===== src/rtl/ioslv_pkg.sv =====
package ioslv_pkg;

    localparam int ADDR_W  = 14;
    localparam int LANES   = 4;
    localparam int LANE_W  = 8;
    localparam int DATA_W  = LANES * LANE_W;

    // Address phase captured at the trailing strobe edge
    typedef struct packed {
        logic [ADDR_W-1:0] idx;
        logic [LANES-1:0]  be_n;
    } addr_phase_t;

    // Raw asynchronous strobes, all active low
    typedef struct packed {
        logic ads_n;
        logic rd_n;
        logic wr_n;
    } strobes_t;

    localparam int STROBE_W = $bits(strobes_t);

    function automatic logic [LANES-1:0] lane_mask(
        input logic [LANES-1:0] be_n,
        input logic             fire
    );
        return fire ? ~be_n : '0;
    endfunction

endpackage


===== src/rtl/ioslv_sync.sv =====
module ioslv_sync #(
    parameter int             W       = 3,
    parameter int             STAGES  = 2,
    parameter logic [W-1:0]   RST_VAL = '1
) (
    input  logic         clk,
    input  logic         rst,
    input  logic [W-1:0] d,
    output logic [W-1:0] q
);

    logic [W-1:0] stg [STAGES];

    always_ff @(posedge clk) begin
        if (rst) stg[0] <= RST_VAL;
        else     stg[0] <= d;
    end

    for (genvar g = 1; g < STAGES; g++) begin : g_stage
        always_ff @(posedge clk) begin
            if (rst) stg[g] <= RST_VAL;
            else     stg[g] <= stg[g-1];
        end
    end

    assign q = stg[STAGES-1];

endmodule


===== src/rtl/ioslv_capture.sv =====
module ioslv_capture
    import ioslv_pkg::*;
(
    input  logic              clk,
    input  logic              rst,
    input  logic              ads_low,
    input  logic [ADDR_W-1:0] addr_i,
    input  logic [LANES-1:0]  be_n_i,
    input  logic              aen_i,
    output addr_phase_t       phase,
    output logic              aen_eff
);

    logic ads_low_q;
    logic ads_rise;
    logic aen_held;

    assign ads_rise = ads_low_q & ~ads_low;

    always_ff @(posedge clk) begin
        if (rst) begin
            ads_low_q  <= 1'b0;
            phase.idx  <= '0;
            phase.be_n <= '1;
            aen_held   <= 1'b1;
        end else begin
            ads_low_q <= ads_low;
            if (ads_rise) begin
                phase.idx  <= addr_i;
                phase.be_n <= be_n_i;
            end
            if (ads_low) aen_held <= aen_i;
        end
    end

    // transparent while the strobe is low, held otherwise
    assign aen_eff = ads_low ? aen_i : aen_held;

endmodule


===== src/rtl/ioslv_decode.sv =====
module ioslv_decode
    import ioslv_pkg::*;
(
    input  logic              clk,
    input  logic              rst,
    input  logic              rd_low,
    input  logic              wr_low,
    input  logic              rd_n_raw,
    input  logic              valid,
    input  logic              dma_busy,
    input  logic [LANES-1:0]  be_n,
    input  logic [DATA_W-1:0] bus_din,
    input  logic [DATA_W-1:0] rd_data,
    output logic              rd_sel,
    output logic              wr_commit,
    output logic [DATA_W-1:0] wr_data,
    output logic [LANES-1:0]  wr_lanes,
    output logic              bus_oe,
    output logic [DATA_W-1:0] bus_dout,
    output logic              proto_err
);

    logic              rd_low_q;
    logic              wr_low_q;
    logic [DATA_W-1:0] wdata_sh;
    logic              ok;

    assign ok = valid & ~dma_busy;

    always_ff @(posedge clk) begin
        if (rst) begin
            rd_low_q  <= 1'b0;
            wr_low_q  <= 1'b0;
            wdata_sh  <= '0;
            proto_err <= 1'b0;
        end else begin
            rd_low_q  <= rd_low;
            wr_low_q  <= wr_low;
            if (wr_low) wdata_sh <= bus_din;
            proto_err <= dma_busy & (rd_low | wr_low);
        end
    end

    assign rd_sel    = rd_low & ~rd_low_q & ok;
    assign wr_commit = ~wr_low & wr_low_q & ok;
    assign wr_data   = wdata_sh;
    assign wr_lanes  = lane_mask(be_n, wr_commit);
    assign bus_oe    = ~rd_n_raw & ok;
    assign bus_dout  = rd_data;

endmodule


===== src/rtl/ioslv_front.sv =====
module ioslv_front
    import ioslv_pkg::*;
#(
    parameter int SYNC_STAGES = 2
) (
    input  logic              clk,
    input  logic              rst,
    input  logic              ads_n_i,
    input  logic [ADDR_W-1:0] addr_i,
    input  logic              aen_i,
    input  logic [LANES-1:0]  be_n_i,
    input  logic              rd_n_i,
    input  logic              wr_n_i,
    input  logic              dma_busy_i,
    input  logic [DATA_W-1:0] bus_din_i,
    output logic [DATA_W-1:0] bus_dout_o,
    output logic              bus_oe_o,
    output logic [ADDR_W-1:0] reg_idx_o,
    output logic [LANES-1:0]  lane_en_o,
    output logic              access_valid_o,
    output logic              rd_sel_o,
    input  logic [DATA_W-1:0] rd_data_i,
    output logic              wr_commit_o,
    output logic [DATA_W-1:0] wr_data_o,
    output logic [LANES-1:0]  wr_lanes_o,
    output logic              proto_err_o
);

    strobes_t    raw_s;
    strobes_t    sync_s;
    addr_phase_t phase;
    logic        aen_eff;
    logic        ads_high_s;

    assign raw_s = '{ads_n: ads_n_i, rd_n: rd_n_i, wr_n: wr_n_i};

    ioslv_sync #(
        .W       (STROBE_W),
        .STAGES  (SYNC_STAGES),
        .RST_VAL ('1)
    ) u_sync (
        .clk (clk),
        .rst (rst),
        .d   (raw_s),
        .q   (sync_s)
    );

    assign ads_high_s = sync_s.ads_n;

    ioslv_capture u_cap (
        .clk     (clk),
        .rst     (rst),
        .ads_low (~sync_s.ads_n),
        .addr_i  (addr_i),
        .be_n_i  (be_n_i),
        .aen_i   (aen_i),
        .phase   (phase),
        .aen_eff (aen_eff)
    );

    assign access_valid_o = ~aen_eff;
    assign reg_idx_o      = phase.idx;
    assign lane_en_o      = ~phase.be_n;

    ioslv_decode u_dec (
        .clk       (clk),
        .rst       (rst),
        .rd_low    (~sync_s.rd_n),
        .wr_low    (~sync_s.wr_n),
        .rd_n_raw  (rd_n_i),
        .valid     (access_valid_o),
        .dma_busy  (dma_busy_i),
        .be_n      (phase.be_n),
        .bus_din   (bus_din_i),
        .rd_data   (rd_data_i),
        .rd_sel    (rd_sel_o),
        .wr_commit (wr_commit_o),
        .wr_data   (wr_data_o),
        .wr_lanes  (wr_lanes_o),
        .bus_oe    (bus_oe_o),
        .bus_dout  (bus_dout_o),
        .proto_err (proto_err_o)
    );

endmodule



===== config.mk =====
export PLATFORM = sky130hd
export DESIGN_NAME = ioslv_front
export DESIGN_NICKNAME = d
export VERILOG_FILES = /design/src/rtl/ioslv_pkg.sv /design/src/rtl/ioslv_sync.sv /design/src/rtl/ioslv_capture.sv /design/src/rtl/ioslv_decode.sv /design/src/rtl/ioslv_front.sv
export SDC_FILE = /design/constraint.sdc
export NUM_CORES = 1
export LEC_CHECK = 0
export CORE_MARGIN = 3
export CORE_UTILIZATION = 39
export CTS_BUF_LIST = sky130_fd_sc_hd__clkbuf_2 sky130_fd_sc_hd__clkbuf_4 sky130_fd_sc_hd__clkbuf_8
export CTS_CLUSTER_DIAMETER = 40
export DETAILED_ROUTE_END_ITERATION = 8
export PLACE_DENSITY = 0.92
export SYNTH_ARGS = -nofsm -noshare
export SYNTH_HDL_FRONTEND = slang
export SYNTH_SLANG_ARGS = --single-unit

===== constraint.sdc =====
create_clock -name clk -period 2.5 [get_ports clk]
set_input_delay 0.5 -clock clk [delete_from_list [all_inputs] [get_ports clk]]
set_output_delay 0.5 -clock clk [all_outputs]
set_load 0.05 [all_outputs]

==> summary.txt, run 1 <==
Status: complete, no violations
Cell Area, Synth: 0.00263 mm²
TritonCTS clock tree: yes
Total negative slack: 0 ns
Starting Density: 0.407
Core ar.: 0.00646 mm²
Clk_lat worst skew: 0.32 ns
Max Freq: 438 MHz
CP Cell Sequence: clkdlybuf4s50_1 > nor4_2 > buf_12
Clk pwr share: 0.424
Residual DRC: 0
Max rail drop VDD: 0.385 mV
Pre-CTS setup slack: 0.203 ns
Nets@finish: 420
Post-CTS setup buffer count: 0
Worst Path Required: 2.00 ns
CP max-delay cell: clkdlybuf4s50_1
CP max stage delay: 0.63 ns
Main combinational cell family by area after synthesis: buffers and inverters
Hold Vio Cnt, Final: 0
NetSw: 547 µW
Post-layout min period: 2.28 ns
IO Port Bufs: 115
Most frequent standard cell in the layout excluding fill and tap cells: clkdlybuf4s50_1
Period utilization: 0.913
Post-route ant nets: 0
# diodes: 0
Fin. max-slew vios: 0
Synth Area per Inst: 9.89 µm²
Final wirelength: 5.81 mm
Clock Path Buffers: 2
Post-synthesis compound-gate area fraction: 0.0961
Reg-to-reg endpoint: u_cap.phase[1]
Seq pwr share: 0.434
Post-synthesis simple-gate area fraction: 0.134
Leak: 0.00164 µW
CP startpoint: dma_busy_i
Pin count of the biggest net entering global routing: 39
Cell count after synthesis: 266
Most frequent cells in the layout: clkdlybuf4s50_1, dfxtp_1, nor2_1, mux2i_1
Post-synthesis mux area share: 0.127
R2R depth: 3
H-tree depth: 3
GRT Resource Usage Total: 0.152
Int Power: 1800 µW
Worst setup EP type: output pin
Global-route wire length before repair: 9.08 mm
CTS Hold Bufs: 0
YS warnings: 0
CP max FO: 8
R2R Setup Slk: 1.19 ns
Full die area: 0.00777 mm²
CP Class: input pin to output pin
Vias: 2,011
Syn nets: 355
Synth Area in XOR/XNOR: 0
Cell chosen for the clock root: clkbuf_8
Iteration count of the initial detailed-routing pass: 4
Unique masters post-synth: 22
Clock buffer count from CTS: 9
Register bit total from synthesis: 61
Dpl hpwl: 4.29 mm
Crit path to: wr_lanes_o[0]
DRT iter0 DRCs: 49
Clock skew: 0.0105 ns
Final setup vio count: 0
RSZ-0062 raised after global routing: no
Sequential area share after synthesis: 0.464
Die Span X: 88.1 µm
Worst Path Buf+Inv: 2
Max_cap viols: 0
Relative slew slack: 0.566
Vias in the first global route: 1,931
Min-Delay Path Class: flop to flop
Total grt overflow: 0
Initial antenna violation count: 0
GP Congestion: 0.716
Row count: 29
Layout area overhead: 43.5%
Final worst setup slack: 0.218 ns
Worst r2r src: u_sync.stg[1][2]
Die Y: 88.1 µm
Share of cells above drive strength 1: 0.167
I/O pin total: 180
Cell family with most CP delay: buffers and inverters
Post-CTS sizing: 0
Routed length per instance: 14.1 µm
Sw Ratio: 0.233
Vias/cell: 4.87
Clock sink total: 61
CP startpoint kind: input pin
Worst slew pin tran: 0.651 ns
Combinational Power Share: 0.142
CTS clk-pin slew, worst paths: 0.07 ns
Arrival time worst endpoint: 1.78 ns
Power Dens Cells: 622 mW/mm²
WP depth: 3
Adder-cell share of the synthesized area: 0
-- how the worst min path moves through the flow --
| stage | from | endpoint | slack (ns) | cells past startpoint |
|---|---|---|---|---|
| 2_1_floorplan | u_sync.stg[0][0] | u_sync.stg[1][0] | 0.39 | 1 |
| 3_3_place_gp | u_sync.stg[0][0] | u_sync.stg[1][0] | 0.40 | 1 |
| 3_5_place_dp | u_sync.stg[0][2] | u_sync.stg[1][2] | 0.39 | 1 |
| 4_1_cts | u_sync.stg[0][2] | u_sync.stg[1][2] | 0.41 | 1 |
| 5_1_grt | u_sync.stg[0][1] | u_sync.stg[1][1] | 0.42 | 1 |
| 6_report | u_sync.stg[0][2] | u_sync.stg[1][2] | 0.41 | 1 |
-- per-layer routing --
layer,GRT usage,wire [µm],vias up
li1,-,-,967
met4,0.0701,87,0
met2,0.253,2930,95
met3,0.0668,563,9
met5,0,0,-
met1,0.166,2230,940
-- cells by family after synthesis --
logic type | after synthesis
DFF | 61
buffers and inverters | 70
muxes | 33
AOI/OAI and AO/OA | 33
and+or+nand+nor | 69
-- power by group through the flow --
stage | combinational [µW] | clock, µW | sequential [µW]
floorplan | 263 | 0 | 1100
global placement | 329 | 0 | 1040
detailed placement | 335 | 0 | 1040
CTS | 336 | 1030 | 1020
global route | 354 | 1070 | 1020
finish | 333 | 995 | 1020
-- area by class of cell --
cell class                      instances  area, µm²
Clock buffer                           13        166
Clock inverter                          3       67.6
Fill cell                             524       2680
Inverter                                5       18.8
Multi-Input combinational cell        135        947
Sequential cell                        61       1220
Tap cell                               77       96.3
Timing Repair Buffer                  119       1260
-- Yosys cell counts --
master,n,area share
a21bo_2,14,0.053
inv_1,5,0.0071
or2_1,1,0.0024
nor3_1,2,0.0038
or2_2,6,0.014
nor4_1,1,0.0024
a211o_1,4,0.013
mux2i_1,32,0.12
nand3_1,14,0.027
mux2_4,1,0.0057
nor4_4,1,0.0081
buf_4,51,0.15
clkbuf_1,7,0.010
o21a_1,1,0.0029
a21oi_1,14,0.027
nor4_2,3,0.014
dfxtp_1,61,0.46
nor2_1,35,0.050
buf_6,1,0.0043
and3_1,4,0.0095
buf_2,6,0.011
nand2_1,2,0.0029
-- worst reg2reg max path, stage by stage (launching register included) --
cell and delay, ns:
dfxtp_1 0.36, buf_4 0.33, nand2_1 0.18, a211o_1 0.32
-- state kept, by name, indices dropped and copies added (netlist names) --
name	count
u_dec.wr_data	32
u_sync.stg	6
u_cap.aen_held	1
u_dec.rd_low_q	1
u_dec.proto_err	1
u_cap.ads_low_q	1
u_cap.phase	18
u_dec.wr_low_q	1
-- stage by stage --
stage	utilization	instances	total power (µW)	hold slack [ns]	area, µm²
floorplan	-	266	1370	0.389	2640
global placement	0.548	397	1370	0.396	3540
detailed placement	0.548	397	1380	0.393	3540
CTS	0.584	413	2390	0.410	3770
global route	0.584	413	2450	0.422	3770
finish	0.584	413	2350	0.408	3770
Power figures use the tool's default switching activity.
==> run 2: changes to the inputs <==
--- a/config.mk
+++ b/config.mk
@@ -5,10 +5,12 @@
 export SDC_FILE = /design/constraint.sdc
 export NUM_CORES = 1
 export LEC_CHECK = 0
+export ABC_AREA = 1
 export CORE_MARGIN = 3
-export CORE_UTILIZATION = 39
-export CTS_BUF_LIST = sky130_fd_sc_hd__clkbuf_2 sky130_fd_sc_hd__clkbuf_4 sky130_fd_sc_hd__clkbuf_8
+export CORE_UTILIZATION = 38
+export CTS_BUF_LIST = sky130_fd_sc_hd__clkbuf_8
 export CTS_CLUSTER_DIAMETER = 40
+export CTS_CLUSTER_SIZE = 40
 export DETAILED_ROUTE_END_ITERATION = 8
 export PLACE_DENSITY = 0.92
 export SYNTH_ARGS = -nofsm -noshare
==> run 2 against run 1 <==
  * Final cell count rose by 10%
  * Area after synthesis fell by 5.0%
  * First-iteration DRC count is 8.2% lower
  * Total power shrank 3.0%
  * Combinational power increased by 22%
  * Hold slack gained 0.0059 ns
  * Clock power shrank 16%
  * Routed wire length is 1.6% higher
  * Critical endpoint is now wr_lanes_o[2]
==> summary.txt, run 2 <==
Status: complete, no violations
Max reg flops: 32 (unchanged)
Seq pwr share: 0.455 (+0.021)
Post-CTS setup buffer count: 0 (unchanged)
GRT Resource Usage Total: 0.155 (+0.00301)
CTS Hold Bufs: 0 (unchanged)
GP Congestion: 0.747 (+4.3%)
Most frequent standard cell in the layout excluding fill and tap cells: clkdlybuf4s50_1
CP Cell Sequence: clkdlybuf4s50_1 > inv_1 > nand2_1 > nand2_1 > nand3_2 > nor2_1 > buf_12
Int Power: 1670 µW (-7.4%)
Crit path to: wr_lanes_o[2]
EDFF count, synth: 0 (unchanged)
Leak: 0.00141 µW (-14%)
Vias/cell: 4.61 (-5.3%)
CP max-delay cell: clkdlybuf4s50_1
Fin. max-slew vios: 0 (unchanged)
NetSw: 609 µW (+11%)
Clk_lat worst skew: 0.32 ns (about the same)
Final core utilization: 0.580 (-0.00405)
Total Power: 2280 µW (-3.0%)
Relative slew slack: 0.646 (+0.0797)
Final wirelength: 5.91 mm (+1.6%)
Global-route wire length before repair: 9.23 mm (+1.7%)
Min-Delay Path Class: flop to flop
Clock buffer count from CTS: 9 (unchanged)
Iteration count of the initial detailed-routing pass: 4 (unchanged)
Ys flop type: dfxtp_1
Synth Area per Inst: 8.14 µm² (-18%)
Cell Area, Synth: 0.00250 mm² (-5.0%)
R2R Setup Slk: 1.22 ns (+0.03 ns)
Max rail drop VDD: 0.444 mV (+15%)
Vias in the first global route: 2,033 (+5.3%)
WP depth: 7 (+4)
CP max FO: 5 (-3)
Max Freq: 438 MHz (about the same)
Clk pwr share: 0.367 (-0.057)
Vias: 2,097 (+4.3%)
CP max stage delay: 0.40 ns (-0.23 ns)
# diodes: 0 (unchanged)
Die Y: 87.1 µm (-1.2%)
Period utilization: 0.913 (about the same)
R2R depth: 4 (+1)
Clock skew: 0.00684 ns (-0.00367 ns)
Residual DRC: 0 (unchanged)
CP startpoint: aen_i
Placed cell count: 439 (+11%)
Reg-to-reg endpoint: u_dec.wr_data[4]
Top post-synthesis cells by count: nor2_1, dfxtp_1, buf_4, o21ai_0
Cell mode on critical path: nand2_1
Worst Path Buf+Inv: 3 (+1)
Hold Vio Cnt, Final: 0 (unchanged)
Total grt overflow: 0 (unchanged)
Count leader, synth: nor2_1
Power Dens Cells: 640 mW/mm² (+2.9%)
Combinational Power Share: 0.178 (+0.036)
TritonCTS clock tree: yes
Layout area overhead: 42.4%
Total negative slack: 0 ns (unchanged)
H-tree depth: 3 (unchanged)
Clock Path Buffers: 2 (unchanged)
Top-area cell type share of the netlist area: 0.489 (+0.0246)
Cell chosen for the clock root: clkbuf_8
RSZ-0062 raised after global routing: no
Worst setup EP type: output pin
Full die area: 0.00758 mm² (-2.4%)
CTS clk-pin slew, worst paths: 0.07 ns (about the same)
Worst Path Required: 2.00 ns (about the same)
Cell count after synthesis: 307 (+15%)
Arrival time worst endpoint: 1.78 ns (about the same)
Post-route ant nets: 0 (unchanged)
Die Span X: 87.1 µm (-1.2%)
Unique masters post-synth: 17 (-23%)
Routed length per instance: 13.0 µm (-7.8%)
CP startpoint kind: input pin
YS warnings: 0 (unchanged)
I/O pin total: 180 (unchanged)
Final setup vio count: 0 (unchanged)
Most frequent cells in the layout: clkdlybuf4s50_1, nor2_1, dfxtp_1, o21ai_0, inv_1
Syn nets: 396 (+12%)
Post-synthesis async set-or-reset flop share: 0 (unchanged)
Register bit total from synthesis: 61 (unchanged)
Dpl hpwl: 4.37 mm (+1.9%)
Layout filler cell count: 548 (+4.6%)
Nets@finish: 464 (+10%)
CP Class: input pin to output pin
Max_cap viols: 0 (unchanged)
Initial antenna violation count: 0 (unchanged)
Final non-filler cell total: 455 (+10%)
Post-CTS sizing: 0 (unchanged)
Sw Ratio: 0.267 (+0.0344)
Synth area leaders: dfxtp_1, buf_4, nor2_1
Clock sink total: 61 (unchanged)
IO Port Bufs: 115 (unchanged)
Cell family with most CP delay: simple AND/OR/NAND/NOR gates
DRT iter0 DRCs: 45 (-8.2%)
Worst r2r src: u_sync.stg[1][0]
Row count: 28 (-3.4%)
Post-layout min period: 2.28 ns (+0.000876 ns)
Pin count of the biggest net entering global routing: 35 (-10%)
Core ar.: 0.00613 mm² (-5.1%)
Starting Density: 0.408 (about the same)
Sequential area share after synthesis: 0.489 (+0.0246)
Leading area contributor after synthesis: dfxtp_1
Worst slew pin tran: 0.530 ns (-0.121 ns)
Share of cells above drive strength 1: 0.100 (-0.0667)
==> run 2: cell type report <==
cell class	count	area, µm²	share of cell area
clock buffer	10	138	0.0387
tap	75	93.8	0.0264
multi-input combinational	172	747	0.210
clock inverter	6	55.1	0.0155
timing repair buffer	118	1250	0.352
sequential	61	1220	0.343
inverter	13	50.0	0.0141
==> run 2: worst min-delay path by stage <==
stage / cells after the start / endpoint / from
final: 1 / u_sync.stg[1][2] / u_sync.stg[0][2]
after global routing: 1 / u_sync.stg[1][2] / u_sync.stg[0][2]
after CTS: 1 / u_sync.stg[1][2] / u_sync.stg[0][2]
after detailed placement: 1 / u_sync.stg[1][2] / u_sync.stg[0][2]
after global placement: 1 / u_sync.stg[1][2] / u_sync.stg[0][2]
after floorplan: 1 / u_sync.stg[1][0] / u_sync.stg[0][0]
==> run 2: metal layers <==
metal,wire length [µm],global-route usage
met2,3090,0.276
met4,82,0.0600
met3,498,0.0596
met1,2240,0.164
met5,0,0
==> run 2: cells by family (layout without fill, tap and decap cells) <==
family	after synthesis	in the layout	synth area share
buf+inv	74	147	0.212
simple gates	122	122	0.195
compound gates	50	50	0.104
flops	61	61	0.489
==> run 2: metrics by stage <==
step	hold slack (ns)	setup slack, ns	instance area [µm²]
final	0.414	0.217	3560
after floorplan	0.389	0.161	2500
after global placement	0.391	0.306	3370
after detailed placement	0.396	0.265	3370
after CTS	0.412	0.225	3560
after global routing	0.420	0.131	3560
==> run 2: power groups by stage <==
| stage | Sequential [µW] | Clock (µW) | Combinational [µW] |
|---|---|---|---|
| after global routing | 1040 | 902 | 431 |
| after floorplan | 1150 | 0 | 285 |
| after detailed placement | 1060 | 0 | 407 |
| after CTS | 1040 | 858 | 409 |
| after global placement | 1060 | 0 | 401 |
| final | 1040 | 836 | 405 |
